## src/rtl/tmr_pkg.sv

```systemverilog
package tmr_pkg;
  localparam int DATA_W    = 32;
  localparam int W_OUTCTL  = 0;
  localparam int W_RUN     = 1;
  localparam int CTRL_IE   = 0;
  localparam int CTRL_UF   = 1;

  typedef enum logic [1:0] {
    REL_RELOAD = 2'd0,
    REL_COUNT  = 2'd1,
    REL_CTRL   = 2'd2,
    REL_CAPT   = 2'd3
  } rel_e;

  // word index of each channel's first register
  function automatic int chan_base_w(input int c);
    return 2 + 3 * c;
  endfunction

  // number of words in a channel window; channel 2 adds the capture word
  function automatic int chan_span_w(input int c);
    return (c == 2) ? 4 : 3;
  endfunction
endpackage

```

## src/rtl/tmr_decode.sv

```systemverilog
module tmr_decode
  import tmr_pkg::*;
#(
  parameter int ADDR_W     = 8,
  parameter int NCH        = 3,
  parameter bit HAS_OUTCTL = 1'b1
) (
  input  logic [ADDR_W-1:0] addr,
  output logic              hit_outctl,
  output logic              hit_run,
  output logic [NCH-1:0]    hit_ch,
  output rel_e              rel,
  output logic              bad
);
  localparam int WA_W = ADDR_W - 2;

  logic [WA_W-1:0] w;
  logic            aligned;

  assign w       = addr[ADDR_W-1:2];
  assign aligned = (addr[1:0] == 2'b00);

  always_comb begin
    hit_outctl = aligned && HAS_OUTCTL && (int'(w) == W_OUTCTL);
    hit_run    = aligned && (int'(w) == W_RUN);
    hit_ch     = '0;
    rel        = REL_RELOAD;
    for (int c = 0; c < NCH; c++) begin
      if (aligned && int'(w) >= chan_base_w(c) &&
          int'(w) < chan_base_w(c) + chan_span_w(c)) begin
        hit_ch[c] = 1'b1;
        rel       = rel_e'(2'(int'(w) - chan_base_w(c)));
      end
    end
    bad = !(hit_outctl || hit_run || (|hit_ch));
  end
endmodule

```

## src/rtl/tmr_chan.sv

```systemverilog
module tmr_chan
  import tmr_pkg::*;
#(
  parameter int CNT_W = 16,
  parameter bit CAPT  = 1'b0
) (
  input  logic             clk,
  input  logic             rst,
  input  logic             run,
  input  logic             sel,
  input  logic             we,
  input  rel_e             rel,
  input  logic [CNT_W-1:0] wdata,
  output logic [DATA_W-1:0] rdata,
  output logic             irq_o,
  output logic [CNT_W-1:0] cnt_o
);
  localparam int PAD = DATA_W - CNT_W;

  logic [CNT_W-1:0] reload_q, cnt_q, capt_q;
  logic             ie_q, uf_q;
  logic             wr, wr_cnt, wr_ctrl, wrap;

  assign wr      = sel && we;
  assign wr_cnt  = wr && (rel == REL_COUNT);
  assign wr_ctrl = wr && (rel == REL_CTRL);
  assign wrap    = run && (cnt_q == '0) && !wr_cnt;

  always_ff @(posedge clk) begin
    if (rst) begin
      reload_q <= '1;
      cnt_q    <= '1;
      ie_q     <= 1'b0;
      uf_q     <= 1'b0;
    end else begin
      if (wr && rel == REL_RELOAD) reload_q <= wdata;
      if (wr_cnt)         cnt_q <= wdata;
      else if (wrap)      cnt_q <= reload_q;
      else if (run)       cnt_q <= cnt_q - 1'b1;
      if (wr_ctrl) ie_q <= wdata[CTRL_IE];
      if (wrap)          uf_q <= 1'b1;
      else if (wr_ctrl)  uf_q <= uf_q & wdata[CTRL_UF];
    end
  end

  generate
    if (CAPT) begin : g_capt
      always_ff @(posedge clk) begin
        if (rst) capt_q <= '0;
        else if (wr && rel == REL_CAPT) capt_q <= wdata;
      end
    end else begin : g_nocapt
      assign capt_q = '0;
    end
  endgenerate

  always_comb begin
    rdata = '0;
    case (rel)
      REL_RELOAD: rdata = {{PAD{1'b0}}, reload_q};
      REL_COUNT:  rdata = {{PAD{1'b0}}, cnt_q};
      REL_CTRL:   rdata = {{(DATA_W-2){1'b0}}, uf_q, ie_q};
      REL_CAPT:   rdata = {{PAD{1'b0}}, capt_q};
      default:    rdata = '0;
    endcase
  end

  assign irq_o = ie_q & uf_q;
  assign cnt_o = cnt_q;
endmodule

```

## src/rtl/tmr_group.sv

```systemverilog
module tmr_group
  import tmr_pkg::*;
#(
  parameter int ADDR_W     = 8,
  parameter int CNT_W      = 16,
  parameter bit THREE_CH   = 1'b1,
  parameter bit HAS_OUTCTL = 1'b1
) (
  input  logic                          clk,
  input  logic                          rst,
  input  logic                          bus_sel,
  input  logic                          bus_we,
  input  logic [ADDR_W-1:0]             bus_addr,
  input  logic [31:0]                   bus_wdata,
  output logic [31:0]                   bus_rdata,
  output logic                          bus_err,
  output logic [(THREE_CH ? 3 : 2)-1:0] irq_o,
  output logic                          outctl_o
);
  localparam int NCH = THREE_CH ? 3 : 2;

  logic              hit_outctl, hit_run, bad;
  logic [NCH-1:0]    hit_ch;
  rel_e              rel;
  logic [NCH-1:0]    start_q;
  logic              outctl_q;
  logic [DATA_W-1:0] ch_rd [NCH];
  logic [CNT_W-1:0]  ch_cnt [NCH];
  logic [CNT_W-1:0]  ch0_cnt;
  logic [DATA_W-1:0] rd_mux;
  logic              err_d, run_bad;
  logic              unused_wdata;

  assign unused_wdata = ^bus_wdata;

  tmr_decode #(.ADDR_W(ADDR_W), .NCH(NCH), .HAS_OUTCTL(HAS_OUTCTL)) u_dec (
    .addr(bus_addr), .hit_outctl(hit_outctl), .hit_run(hit_run),
    .hit_ch(hit_ch), .rel(rel), .bad(bad)
  );

  generate
    for (genvar c = 0; c < NCH; c++) begin : g_ch
      tmr_chan #(.CNT_W(CNT_W), .CAPT(c == 2)) u_ch (
        .clk(clk), .rst(rst), .run(start_q[c]),
        .sel(bus_sel && hit_ch[c]), .we(bus_we), .rel(rel),
        .wdata(bus_wdata[CNT_W-1:0]), .rdata(ch_rd[c]),
        .irq_o(irq_o[c]), .cnt_o(ch_cnt[c])
      );
    end
  endgenerate

  assign ch0_cnt = ch_cnt[0];

  // a run bit for a channel that is not built is refused
  assign run_bad = (NCH < 3) && bus_we && hit_run && bus_wdata[2];
  assign err_d   = bus_sel && (bad || run_bad);

  always_comb begin
    rd_mux = '0;
    if (hit_outctl) rd_mux[0] = outctl_q;
    if (hit_run)    rd_mux[NCH-1:0] = start_q;
    for (int c = 0; c < NCH; c++)
      if (hit_ch[c]) rd_mux = ch_rd[c];
  end

  always_ff @(posedge clk) begin
    if (rst) begin
      start_q   <= '0;
      outctl_q  <= 1'b0;
      bus_rdata <= '0;
      bus_err   <= 1'b0;
    end else begin
      bus_err   <= err_d;
      bus_rdata <= (bus_sel && !bus_we && !err_d) ? rd_mux : '0;
      if (bus_sel && bus_we && hit_run)    start_q  <= bus_wdata[NCH-1:0];
      if (bus_sel && bus_we && hit_outctl) outctl_q <= bus_wdata[0];
    end
  end

  assign outctl_o = outctl_q;
endmodule

```

## config.mk

```make
export PLATFORM = sky130hd
export DESIGN_NAME = tmr_group
export DESIGN_NICKNAME = d
export VERILOG_FILES = /design/src/rtl/tmr_pkg.sv /design/src/rtl/tmr_decode.sv /design/src/rtl/tmr_chan.sv /design/src/rtl/tmr_group.sv
export SDC_FILE = /design/constraint.sdc
export NUM_CORES = 1
export LEC_CHECK = 0
export ABC_CLOCK_PERIOD_IN_PS = 5000
export BUFFER_PORTS_ARGS = -buffer_cell sky130_fd_sc_hd__buf_4
export CORE_MARGIN = 2
export CORE_UTILIZATION = 53
export CTS_CLUSTER_DIAMETER = 60
export DETAILED_ROUTE_END_ITERATION = 16
export HOLD_SLACK_MARGIN = 0.03
export PLACE_DENSITY = 0.7
export RECOVER_POWER = 100
export SYNTH_ARGS = -nofsm -noshare
export SYNTH_HDL_FRONTEND = slang
export SYNTH_SLANG_ARGS = --single-unit
```

## constraint.sdc

```tcl
create_clock -name clk -period 5 [get_ports clk]
set_input_delay 0.75 -clock clk [delete_from_list [all_inputs] [get_ports clk]]
set_output_delay 0.75 -clock clk [all_outputs]
set_load 0.005 [all_outputs]
```

==> impl_metrics.yaml <==
synthesis:
  synth_seq_cells: 139
  yosysTopAreaCell: "dfxtp_1"
  synth_edf_count: 0
  synth_cell_types: 73
  synth_common_cells: "nand2_1 (143), dfxtp_1 (139), nor2_1 (95)"
  avgSynthCellArea_um2: 7.95
  synth.most_common_cell: "nand2_1"
  synth_area_leaders: "dfxtp_1 (34%), nand2_1 (6.6%), mux2i_1 (6.1%)"
  ys_seq_area_frac: 0.342
  netlist_instances: 1024
  ys.flop_type: "dfxtp_1"
  synth_area_um2: 8140
  ys_warn_count: 0
  synth_top_area_share: 0.342
  async_flop_share: 0
clock_tree:
  cts_tree: "built"
  htree_levels: 4
  clock_latency_ns: 0.43
  hold_buffers: 0
  cts-resized-gates: 0
  numCtsBuffers: 17
  path_clk_slew_ns: 0.06
  cts_setup_buffers: 0
  clk_path_buf_depth: 2
  clockRootBuffer: "clkbuf_16"
  clock_sinks: 139
sta:
  finalCriticalPeriod_ns: 4.19
  final.period_utilization: 0.838
  rsz0062_at_grt: "false"
  setup_viol: 0
  tns_ns: 0
  worst_pin_slew_ns: 1.09
  relSlewSlack: 0.276
  clock_skew_ns: 0.00727
  max_freq_mhz: 239
  slew_viol_final: 0
  hold_viol: 0
detailed_routing:
  drt_wl_total_mm: 23.9
  drtPass1Iterations: 6
  drcViolationCount: 0
  dr_total_vias: 7853
  post_drt_wl_per_cell_um: 19.3
  ant_nets: 0
  drtIter0Drc: 808
  via_per_inst: 6.34
grt:
  grt_pass1_wl_mm: 38.2
  grt_max_degree: 79
  overflow: 0
  gr-usage-all-layers: 0.297
  grt_pass1_vias: 7089
  antenna_found_initial: 0
power_and_ir_drop:
  p_per_area_nw_per_um2: 293
  p_leak_nw: 3.64
  ir_worst_vdd_uv: 232
finish:
  postLayoutCoreUtil: 0.602
  antenna_cells: 0
  synthToLayoutAreaGrowth_pct: 11.6
  fin_nets: 1087
  drive_gt1_frac: 0.111
setup_path:
  critPathMaxFanout: 17
  crit_path_end_kind: "register"
  critPathKind: "in -> reg"
  startpoint_type: "input port"
  critical_path_arrival_ns: 4.50
  crit_required_ns: 5.31
place:
  place_congestion: 0.899
  portBuffers: 48
  dp_hpwl_mm: 16.3
run_status:
  status: "finished, final reports clean"
floorplan:
  dieArea_um2: 16400
  rows: 45
  start_util: 0.540
  die_w_um: 128
  die_h_um: 128
  fp.coreArea_um2: 15100
  io_pins: 81
min_path:
  hold_path_class: "reg -> reg"
run:
  maxCapViolations: 0
-- metal layers --
layer	up-vias	global-route usage	share of wire
met3	67	0.0455	0.072
met1	3676	0.408	0.44
li1	3745	-	-
met4	0	0.139	0.037
met2	365	0.458	0.45
met5	-	0	0
-- cell usage in the layout, fill, tap and decap left out, types with 8 or more instances in the layout --
master	Yosys	final
or4_1	14	14
buf_4	21	40
mux2_2	11	11
a211o_1	13	13
dfxtp_1	139	139
nand3_1	23	23
nand2_1	143	143
inv_1	25	25
a22oi_1	13	13
o22ai_1	20	20
clkbuf_1	53	16
a31oi_1	10	10
o21bai_1	21	21
nor3_1	31	31
clkbuf_16	0	17
nand2b_1	13	13
nand4_1	15	15
clkbuf_4	0	18
o22a_1	8	8
conb_1	1	16
mux2i_1	50	50
a21oi_1	47	47
nor2_1	95	95
nand3b_1	44	44
o21ai_0	32	33
nor4_1	14	16
a211oi_1	13	14
-- registers in the layout, indices dropped and copies added (netlist names) --
signal and cells:
bus_err 1, g_ch.u_ch.capt_q 16, start_q 3, g_ch.u_ch.uf_q 3
g_ch.u_ch.reload_q 48, outctl_o 1, g_ch.u_ch.cnt_o 48, g_ch.u_ch.ie_q 3
bus_rdata 16
-- power by group --
part | switching [mW] | internal, mW
sequential | 0.00168 | 1.11
combinational | 0.0971 | 0.0499
clock | 0.504 | 0.902
-- worst paths after layout --
path | start | endpoint | slack, ns | depth (start not counted)
setup / recovery | bus_addr[3] | g_ch[0].u_ch.reload_q[14] | 0.81 | 10
hold / removal | g_ch[1].u_ch.ie_q | g_ch[1].u_ch.ie_q | 0.49 | 2
setup reg to reg | g_ch[1].u_ch.cnt_o[0] | g_ch[1].u_ch.cnt_o[9] | 1.75 | 8
hold reg to reg | g_ch[1].u_ch.ie_q | g_ch[1].u_ch.ie_q | 0.49 | 2
-- worst max-delay path, stage by stage --
cell	delay [ns]
clkbuf_1	0.28
inv_1	0.17
ha_1	0.32
nor2b_1	0.45
o31a_1	0.48
a21oi_4	0.21
clkbuf_1	0.53
or4_1	1.00
nand2_1	0.20
nand3b_1	0.09
-- cells by family (layout without fill, tap and decap cells) --
kind of cell    Yosys count  count (layout)  synth area share
xor+xnor                  9               9           0.00968
other cells               1              16          0.000461
flops                   139             139             0.342
compound gates          255             255             0.222
buf+inv                 119             130            0.0705
fa+ha+maj                 6               6           0.00922
mux                      61              61            0.0767
simple gates            434             434             0.270
-- cell type report --
cell class                      instances  area, um^2
Fill cell                            1405        6000
Tap cell                              188         235
Sequential cell                       139        2780
Timing Repair Buffer                   73         492
Inverter                               25        93.8
Clock buffer                           19         443
Clock inverter                         13         215
Multi-Input combinational cell        781        4820
-- metrics by stage --
step	instance area [um^2]	total power [mW]	hold WS [ns]	setup slack, ns	cells
4_1_cts	9180	2.68	0.483	1.48	1238
3_3_place_gp	8520	1.28	0.468	1.08	1206
3_5_place_dp	8520	1.28	0.476	1.03	1206
5_1_grt	9090	2.73	0.499	0.619	1238
2_1_floorplan	8200	1.23	0.447	1.67	1039
6_report	9090	2.66	0.485	0.812	1238
Note: power is estimated with default switching activity, not from simulation.
